`src/rtl/gwd_pkg.sv`:
```
package gwd_pkg;

   // Escalation stage of the watchdog.
   typedef enum logic [1:0] {
      STG_IDLE    = 2'd0,   // stopped, no pending expiry
      STG_ARMED   = 2'd1,   // counting toward the first expiry
      STG_GRACE   = 2'd2,   // interrupt raised, grace count running
      STG_TRIPPED = 2'd3    // reset requested, frozen until reset
   } gwd_stage_e;

   // Decoded fields of one control write.
   typedef struct packed {
      logic [6:0] key;
      logic       run;
      logic [7:0] count;
   } gwd_fields_t;

   // Expand a raw count field: zero means the full range.
   function automatic logic [8:0] gwd_expand_count(input logic [7:0] c);
      return (c == 8'd0) ? 9'd256 : {1'b0, c};
   endfunction

endpackage

```
`src/rtl/gwd_ctrl_gate.sv`:
```
module gwd_ctrl_gate #(
   parameter int unsigned DATA_W    = 32,
   parameter int unsigned CNT_W     = 8,
   parameter int unsigned KEY_W     = 7,
   parameter bit          KEY_GUARD = 1'b1
) (
   input  logic                clk_i,
   input  logic                rst_ni,
   input  logic                wr_i,
   input  logic [DATA_W-1:0]   wdata_i,
   output logic                accept_o,
   output logic [CNT_W-1:0]    count_o,
   output logic                run_o
);
   localparam int unsigned RUN_POS = CNT_W;
   localparam int unsigned KEY_LO  = CNT_W + 1;
   localparam int unsigned FIELD_W = CNT_W + 1 + KEY_W;

   if (FIELD_W > DATA_W) begin : g_chk_width
      $error("control fields do not fit the data word");
   end

   logic [KEY_W-1:0] key_q;
   logic             run_q;
   logic [KEY_W-1:0] new_key;
   logic             key_match;

   assign new_key = wdata_i[KEY_LO +: KEY_W];
   assign count_o = wdata_i[CNT_W-1:0];
   assign run_o   = wdata_i[RUN_POS];

   if (DATA_W > FIELD_W) begin : g_spare
      logic unused_hi;
      assign unused_hi = ^wdata_i[DATA_W-1:FIELD_W];
   end

   if (KEY_GUARD) begin : g_guard
      assign key_match = (new_key == ~key_q);
      assign accept_o  = wr_i && (!run_q || key_match);
   end else begin : g_open
      assign key_match = 1'b1;
      assign accept_o  = wr_i;
   end

   always_ff @(posedge clk_i or negedge rst_ni) begin
      if (!rst_ni) begin
         key_q <= '0;
         run_q <= 1'b0;
      end else if (accept_o) begin
         key_q <= new_key;
         run_q <= wdata_i[RUN_POS];
      end
   end

   // A refused write must leave the stored key and run bit untouched
   p_refused_keeps_r3: assert property (@(posedge clk_i) disable iff (!rst_ni)
      (wr_i && !accept_o) |=> ($stable(key_q) && $stable(run_q)));

endmodule

```
`src/rtl/gwd_down_counter.sv`:
```
module gwd_down_counter #(
   parameter int unsigned W = 9
) (
   input  logic         clk_i,
   input  logic         rst_ni,
   input  logic         load_i,
   input  logic [W-1:0] load_val_i,
   input  logic         step_i,
   output logic         expire_o
);
   logic [W-1:0] cnt_q;

   assign expire_o = step_i && (cnt_q == W'(1));

   always_ff @(posedge clk_i or negedge rst_ni) begin
      if (!rst_ni) begin
         cnt_q <= '0;
      end else if (load_i) begin
         cnt_q <= load_val_i;
      end else if (step_i && (cnt_q != '0)) begin
         cnt_q <= cnt_q - W'(1);
      end
   end

   // Without a step or a load the count stays put
   p_hold_no_tick_r9: assert property (@(posedge clk_i) disable iff (!rst_ni)
      (!step_i && !load_i) |=> $stable(cnt_q));

endmodule

```
`src/rtl/gwd_escalate.sv`:
```
module gwd_escalate
   import gwd_pkg::*;
(
   input  logic clk_i,
   input  logic rst_ni,
   input  logic accept_i,
   input  logic run_cmd_i,
   input  logic expire_i,
   output logic counting_o,
   output logic grace_load_o,
   output logic nmi_o,
   output logic trip_o
);
   gwd_stage_e stage_q;
   logic       nmi_q;

   assign counting_o   = (stage_q == STG_ARMED) || (stage_q == STG_GRACE);
   assign grace_load_o = expire_i && (stage_q == STG_ARMED);
   assign nmi_o        = nmi_q;
   assign trip_o       = (stage_q == STG_TRIPPED);

   always_ff @(posedge clk_i or negedge rst_ni) begin
      if (!rst_ni) begin
         stage_q <= STG_IDLE;
         nmi_q   <= 1'b0;
      end else if (accept_i) begin
         nmi_q <= 1'b0;
         if (stage_q != STG_TRIPPED) begin
            stage_q <= run_cmd_i ? STG_ARMED : STG_IDLE;
         end
      end else if (expire_i) begin
         unique case (stage_q)
            STG_ARMED: begin
               stage_q <= STG_GRACE;
               nmi_q   <= 1'b1;
            end
            STG_GRACE: stage_q <= STG_TRIPPED;
            default:   stage_q <= stage_q;
         endcase
      end
   end

   // Reset request is sticky
   p_trip_sticky_r8: assert property (@(posedge clk_i) disable iff (!rst_ni)
      trip_o |=> trip_o);

   // Interrupt always comes before the reset request
   p_trip_after_nmi_r6: assert property (@(posedge clk_i) disable iff (!rst_ni)
      $rose(trip_o) |-> nmi_q);

   // Accepted write drops the interrupt
   p_accept_clears_nmi_r7: assert property (@(posedge clk_i) disable iff (!rst_ni)
      accept_i |=> !nmi_q);

endmodule

```
`src/rtl/guarded_watchdog.sv`:
```
module guarded_watchdog
   import gwd_pkg::*;
#(
   parameter int unsigned DATA_W      = 32,
   parameter int unsigned GRACE_TICKS = 1,
   parameter bit          KEY_GUARD   = 1'b1
) (
   input  logic        clk_i,
   input  logic        rst_ni,
   input  logic        tick_i,
   input  logic        wr_i,
   input  logic [31:0] wdata_i,
   output logic        nmi_o,
   output logic        sysrst_req_o
);
   localparam int unsigned CNT_W = $bits(gwd_fields_t) - 8;
   localparam int unsigned KEY_W = 7;
   localparam int unsigned CW    = CNT_W + 1;

   if (GRACE_TICKS < 1 || GRACE_TICKS > (1 << CNT_W)) begin : g_chk_grace
      $error("GRACE_TICKS out of range");
   end
   if (DATA_W != 32) begin : g_chk_data
      $error("DATA_W must match the 32-bit port");
   end

   logic             accept;
   logic [CNT_W-1:0] wr_count;
   logic             wr_run;
   logic             counting;
   logic             grace_load;
   logic             expire;
   logic             step;
   logic             load;
   logic [CW-1:0]    load_val;

   gwd_ctrl_gate #(
      .DATA_W    (DATA_W),
      .CNT_W     (CNT_W),
      .KEY_W     (KEY_W),
      .KEY_GUARD (KEY_GUARD)
   ) i_gate (
      .clk_i    (clk_i),
      .rst_ni   (rst_ni),
      .wr_i     (wr_i),
      .wdata_i  (wdata_i),
      .accept_o (accept),
      .count_o  (wr_count),
      .run_o    (wr_run)
   );

   // A write in the same cycle as a tick wins; the tick is dropped.
   assign step     = tick_i && counting && !accept;
   assign load     = accept || grace_load;
   assign load_val = accept ? gwd_expand_count(wr_count) : CW'(GRACE_TICKS);

   gwd_down_counter #(
      .W (CW)
   ) i_cnt (
      .clk_i      (clk_i),
      .rst_ni     (rst_ni),
      .load_i     (load),
      .load_val_i (load_val),
      .step_i     (step),
      .expire_o   (expire)
   );

   gwd_escalate i_esc (
      .clk_i        (clk_i),
      .rst_ni       (rst_ni),
      .accept_i     (accept),
      .run_cmd_i    (wr_run),
      .expire_i     (expire),
      .counting_o   (counting),
      .grace_load_o (grace_load),
      .nmi_o        (nmi_o),
      .trip_o       (sysrst_req_o)
   );

   // No expiry can happen while the watchdog is stopped
   p_no_expire_stopped_r5: assert property (@(posedge clk_i) disable iff (!rst_ni)
      !counting |-> !expire);

endmodule

```
`config.mk`:
```
export PLATFORM = sky130hd
export DESIGN_NAME = guarded_watchdog
export DESIGN_NICKNAME = d
export VERILOG_FILES = /design/src/rtl/gwd_pkg.sv /design/src/rtl/gwd_ctrl_gate.sv /design/src/rtl/gwd_down_counter.sv /design/src/rtl/gwd_escalate.sv /design/src/rtl/guarded_watchdog.sv
export SDC_FILE = /design/constraint.sdc
export NUM_CORES = 1
export LEC_CHECK = 0
export BUFFER_PORTS_ARGS = -buffer_cell sky130_fd_sc_hd__buf_2
export CAP_MARGIN = 15
export CORE_MARGIN = 5
export CORE_UTILIZATION = 49
export DETAILED_ROUTE_END_ITERATION = 7
export PLACE_DENSITY = 0.81
export SYNTH_ARGS = -nofsm -noshare
export SYNTH_HDL_FRONTEND = slang
export SYNTH_SLANG_ARGS = --single-unit
```
`constraint.sdc`:
```
create_clock -name clk_i -period 2.4 [get_ports clk_i]
set_clock_uncertainty 0.15 [all_clocks]
set_input_delay 0.36 -clock clk_i [delete_from_list [all_inputs] [get_ports clk_i]]
set_output_delay 0.36 -clock clk_i [all_outputs]
set_load 0.05 [all_outputs]
```
==> results.toml, run 1 <==
[outcome]
outcome = "finished, final reports clean"

[worst_setup_path]
critical_path.startpoint = "i_esc.stage_q[0]$_DFFE_PN0P_"
critPathMaxFanout = 5
reg2reg_slack_ns = 0.30
cp.arrival_ns = 2.14
crit_path_end = "i_esc.stage_q[0]$_DFFE_PN0P_"
r2r-end = "i_esc.stage_q[0]$_DFFE_PN0P_"
crit_cells = 7
path_buf_inv = 1
critical_path.startpoint_type = "flip-flop"
crit_required_ns = 2.45
slowest_delay_ns = 0.42
r2r_cells = 7
cp_slowest_cell = "dfrtp_1"
crit_path_cell_trace = "inv_1 > ha_1 > and2b_1 > nand4_1 > o21bai_1 > or3_1 > o221a_2"
r2r-start = "i_esc.stage_q[0]$_DFFE_PN0P_"
path_delay_family = "simple AND/OR/NAND/NOR gates"
criticalPathCategory = "reg2reg"
end_kind = "flip-flop"

[timing]
rsz0062_at_grt = "false"
setup_tns_ns = 0
finalSetupViolCount = 0
timing.slew.headroom_pct = 71.1
worst_pin_slew_ns = 0.433
fin_hold_ws_ns = 0.134
finalHoldViolations = 0
clock.fmax_mhz = 477
period_minus_slack_ns = 2.10
fin_ws_ns = 0.303
fin_crit_sh_pct = 87.4
slew_viol_final = 0

[logic_synthesis]
syn_nets = 154
synth_warnings = 0
synthXorXnorAreaFrac_pct = 8.33
synth_top_cell_by_area = "dfrtp_1"
synth_top_family_by_area = "simple AND/OR/NAND/NOR gates"
yosysSeqAreaShare_pct = 43.3
yosys.area_share.simple_pct = 17.4
synth_compound_area_share_pct = 11.4
avgSynthCellArea_um2 = 10.2
muxShareOfSynthArea_pct = 10.6
async_reset_ff_share_pct = 100
synth_fa_ha_area_share_pct = 5.41
yosys_most_used_dff = "dfrtp_1"
synthCells = 113
synth_edf_count = 0
ys_ff_latch = 20
yosysUniqueCellTypes = 33
synth.top_cell.area_share_pct = 43.3
synthTopCellsByArea = "dfrtp_1 43%, mux2_2 9.7%, ha_1 5.4%"
synth.cell_area_um2 = 1160

[clock_network]
cts_buffer_depth = 2
post_cts_buffers = 0
cts_buffers = 3
cts_root_buf = "clkbuf_4"
clock-sinks = 20
cts_resized = 0
clkTransAtPathRegs_ns = 0.10
clk-insertion-delay-late_ns = 0.30
cts_tree = "done"
ctsHoldBuffers = 1
htreeDepth = 1

[die]
die_h_um = 58.6
io_pins = 38
start_util_pct = 51.8
die_area_um2 = 3430
rows = 17
die_w_um = 58.6
core_area_um2 = 2230

[grt]
antenna_found_initial = 0
grt_max_degree = 21
track_usage_pct = 15.4
grt_pass1_vias = 968
gr-total-overflow = 0
grt_pass1_wl_um = 4050

[place]
pre_cts_ws_ns = 0.319
io_buffers = 21
routabilityCongestion = 0.841
hpwl_um = 1830

[cells_and_area]
nets = 181
final_cell_mix = "21 x buf_2, 20 x dfrtp_1, 10 x mux2_2, 10 x nand2_1, 9 x o21ai_0"
diodes = 0
final_common_cell = "buf_2"
postLayoutCoreUtil_pct = 60.1
fillers = 190
area_delta_synth_final_pct = 16.1
layout-drive-gt1-share_pct = 30.4

[detailed_routing]
vias_per_cell = 5.53
wl_per_cell_um = 13.8
first_pass_iters = 4
vias = 918
wirelength_um = 2280
drt_iter0_drc = 7
drc = 0
ant_nets = 0

[flow_run]
maxCapViolCount = 0

[worst_hold_path]
hold_path_class = "in2reg"

[power]
power.leakage_uw = 0.000612
ir_drop_v = 0.000580
p_per_area_nw_per_um2 = 1050
metrics by stage:
step                cells  area (µm²)  power, µW
floorplan             113        1160       1090
global placement      162        1310       1220
detailed placement    162        1310       1260
CTS                   166        1340       1420
global route          166        1340       1530
finish                166        1340       1410
power by group:
group	internal, µW	switching, µW	total [µW]
registers	484	150	635
clock network	58.6	94.3	153
logic	319	300	619
area by class of cell:
type / instances / area (µm²) / area share (%)
inverter: 7 / 26.3 / 1.96
clock buffer: 3 / 22.5 / 1.68
tap: 28 / 35.0 / 2.61
sequential: 20 / 500 / 37.3
timing repair buffer: 25 / 138 / 10.3
multi-input combinational: 83 / 621 / 46.2
worst min-delay path: cells and delay by family:
kind	cells	cell delay, ns
AOI/OAI and AO/OA	1	0.06
buffers and inverters	1	0.09
and+or+nand+nor	1	0.05
cells in the mapped netlist, drive strengths merged, types with 2 or more instances:
library cell	n
xor2	7
ha	5
nor2	6
mux2	10
a31oi	2
nand2b	2
nor3	3
nand4	3
o21ai	9
nand3	3
nor4	3
a21oi	2
xnor2	4
buf	3
dfrtp	20
nand2	10
inv	7
registers in the layout, summed over array words and instances, names as in the netlist:
signal	count
i_esc.nmi_o	1
i_esc.stage_q	2
i_gate.key_q	7
i_gate.run_q	1
i_cnt.cnt_q	9
worst min path at each step:
stage                          start                           to  slack [ns]  cells after the start
after floorplan               rst_ni   i_cnt.cnt_q[0]$_DFFE_PN0P_       -0.09                      0
after global placement        rst_ni  i_gate.key_q[4]$_DFFE_PN0P_        0.17                      1
after detailed placement      rst_ni  i_gate.key_q[4]$_DFFE_PN0P_        0.18                      1
after CTS                 wdata_i[6]   i_cnt.cnt_q[6]$_DFFE_PN0P_        0.12                      3
after global routing      wdata_i[3]   i_cnt.cnt_q[3]$_DFFE_PN0P_        0.12                      2
final                     wdata_i[1]   i_cnt.cnt_q[1]$_DFFE_PN0P_        0.13                      3
per-layer routing:
layer,wire length [µm],track usage (%),vias to the layer above
met3,84,2.19,4
met5,0,0,-
met4,48,11.0,0
met1,965,17.7,441
met2,1180,26.0,18
li1,-,-,455
kinds of logic after synthesis:
family,count (synthesis)
flops,20
fa+ha+maj,5
buf+inv,10
mux,11
xor+xnor,11
compound gates,21
simple gates,35
(Power assumes the default switching activity.)
==> run 2: changes to the inputs <==
- CORE_UTILIZATION: 49 -> 40
- PLACE_DENSITY: 0.81 -> 0.69
==> run 2 against run 1 <==
Register-to-register slack better by 0.02 ns. Clock power hardly changed. Non-clock buffer count is 2 lower. Wire length is 0.39% lower. Utilization is 12 points lower. Global-route usage is 3.0 points lower. Critical path depth stayed put. Fmax is 0.77% higher. Final area is 0.84% lower. First-iteration DRC count grew to 2.7 times the previous value. Critical path type unchanged. Largest power group unchanged. Highest routed layer unchanged.
==> results.toml, run 2 (synthesized netlist as in run 1, its figures left out) <==
[outcome]
outcome = "finished, final reports clean"

[cells_and_area]
largest_register_ffs = 9
reg_top3 = "i_cnt.cnt_q x9, i_gate.key_q x7, i_esc.stage_q x2"
multiInputGateArea_um2 = 621
final_cell_mix = "21 x buf_2, 20 x dfrtp_1, 10 x mux2_2, 10 x nand2_1, 9 x o21ai_0"
final_common_cell = "buf_2"
top_register = "i_cnt.cnt_q"
area_delta_synth_final_pct = 15.2
diodes = 0
layout-drive-gt1-share_pct = 29.4
fillers = 256
nets = 179
regArea_um2 = 500

[clock_network]
htreeDepth = 1
cts_resized = 0
cts_tree = "done"
post_cts_buffers = 0
cts_buffer_depth = 2
cts_root_buf = "clkbuf_4"
cts_buffers = 3
clock-sinks = 20
clkTransAtPathRegs_ns = 0.10
clk-insertion-delay-late_ns = 0.30

[flow_run]
maxCapViolCount = 0

[detailed_routing]
vias_per_cell = 5.43
vias = 906
ant_nets = 0
drc = 0
drt_iter0_drc = 19
wirelength_um = 2270
first_pass_iters = 4
wl_per_cell_um = 13.6

[die]
io_pins = 38
die_w_um = 63.8
core_area_um2 = 2760
start_util_pct = 41.9
die_h_um = 63.8
die_area_um2 = 4070
rows = 19

[worst_setup_path]
criticalPathCategory = "reg2reg"
critPathMaxFanout = 5
end_kind = "flip-flop"
crit_required_ns = 2.44
critical_path.startpoint_type = "flip-flop"
cp.arrival_ns = 2.12

[grt]
antenna_found_initial = 0
grt_pass1_wl_um = 4080
grt_max_degree = 30
track_usage_pct = 12.4
gr-total-overflow = 0
grt_pass1_vias = 1000

[power]
p_per_area_nw_per_um2 = 1030
power.leakage_uw = 0.000601
ir_drop_v = 0.000608

[timing]
worst_pin_slew_ns = 0.456
slew_viol_final = 0
timing.slew.headroom_pct = 69.6
finalSetupViolCount = 0
setup_tns_ns = 0
fin_crit_sh_pct = 86.7
fin_hold_ws_ns = 0.129
clock.fmax_mhz = 481
finalHoldViolations = 0
rsz0062_at_grt = "false"
period_minus_slack_ns = 2.08

[worst_hold_path]
hold_path_class = "in2reg"

[place]
hpwl_um = 1750
routabilityCongestion = 0.873
io_buffers = 21
[run 2: changes by cell type in the layout (fill, tap and decap cells not counted), sizes merged]
cell	previous run	this run
buf	24	22
[run 2: final timing paths]
path | from | slack, ns | end | depth (start not counted)
max reg2reg | i_esc.stage_q[0]$_DFFE_PN0P_ | 0.32 | i_esc.stage_q[0]$_DFFE_PN0P_ | 7
min reg2reg | i_esc.nmi_o$_DFFE_PN0P_ | 0.37 | i_esc.nmi_o$_DFFE_PN0P_ | 2
min | wdata_i[3] | 0.13 | i_cnt.cnt_q[3]$_DFFE_PN0P_ | 2
min in group asynchronous | rst_ni | 0.38 | i_gate.key_q[2]$_DFFE_PN0P_ | 2
max in group asynchronous | rst_ni | 1.41 | i_cnt.cnt_q[4]$_DFFE_PN0P_ | 2
max | i_esc.stage_q[0]$_DFFE_PN0P_ | 0.32 | i_esc.stage_q[0]$_DFFE_PN0P_ | 7
[run 2: area by class of cell]
cell class                      instances  share of cell area, %
Tap cell                               31                   2.91
Timing Repair Buffer                   23                   9.21
Inverter                                7                   1.97
Multi-Input combinational cell         83                   46.6
Sequential cell                        20                   37.6
Clock buffer                            3                   1.69
[run 2: critical path, cell delays in order (launching register included)]
cell and delay (ns):
dfrtp_1 0.41, inv_1 0.06, ha_1 0.29, and2b_1 0.28
nand4_1 0.13, o21bai_1 0.21, or3_1 0.33, o221a_2 0.13
[run 2: repair_timing]
item	in CTS	in global routing
hold buffers	1	0
hold endpoints to repair	20	0
setup endpoints to repair	0	0
[run 2: metrics by stage]
step / util, % / instances / worst slack [ns] / cell area (µm²) / total power, µW
finish: 48.3 / 167 / 0.319 / 1330 / 1380
global route: 48.3 / 167 / 0.170 / 1330 / 1510
CTS: 48.3 / 167 / 0.318 / 1330 / 1390
detailed placement: 47.1 / 163 / 0.340 / 1300 / 1230
global placement: 47.1 / 163 / 0.362 / 1300 / 1190
floorplan: - / 113 / 0.481 / 1160 / 1090
[run 2: power by group]
part	internal, µW	switching (µW)
Sequential	484	150
Clock	58.5	97.0
Combinational	299	286
Total	842	533
[run 2: metal layers]
layer / part of all wire (%) / GRT usage [%] / vias to the layer above
met4: 0.70 / 6.75 / 0
li1: - / - / 444
met5: 0 / 0 / -
met1: 44 / 13.9 / 440
met3: 3.6 / 2.63 / 2
met2: 52 / 21.8 / 20
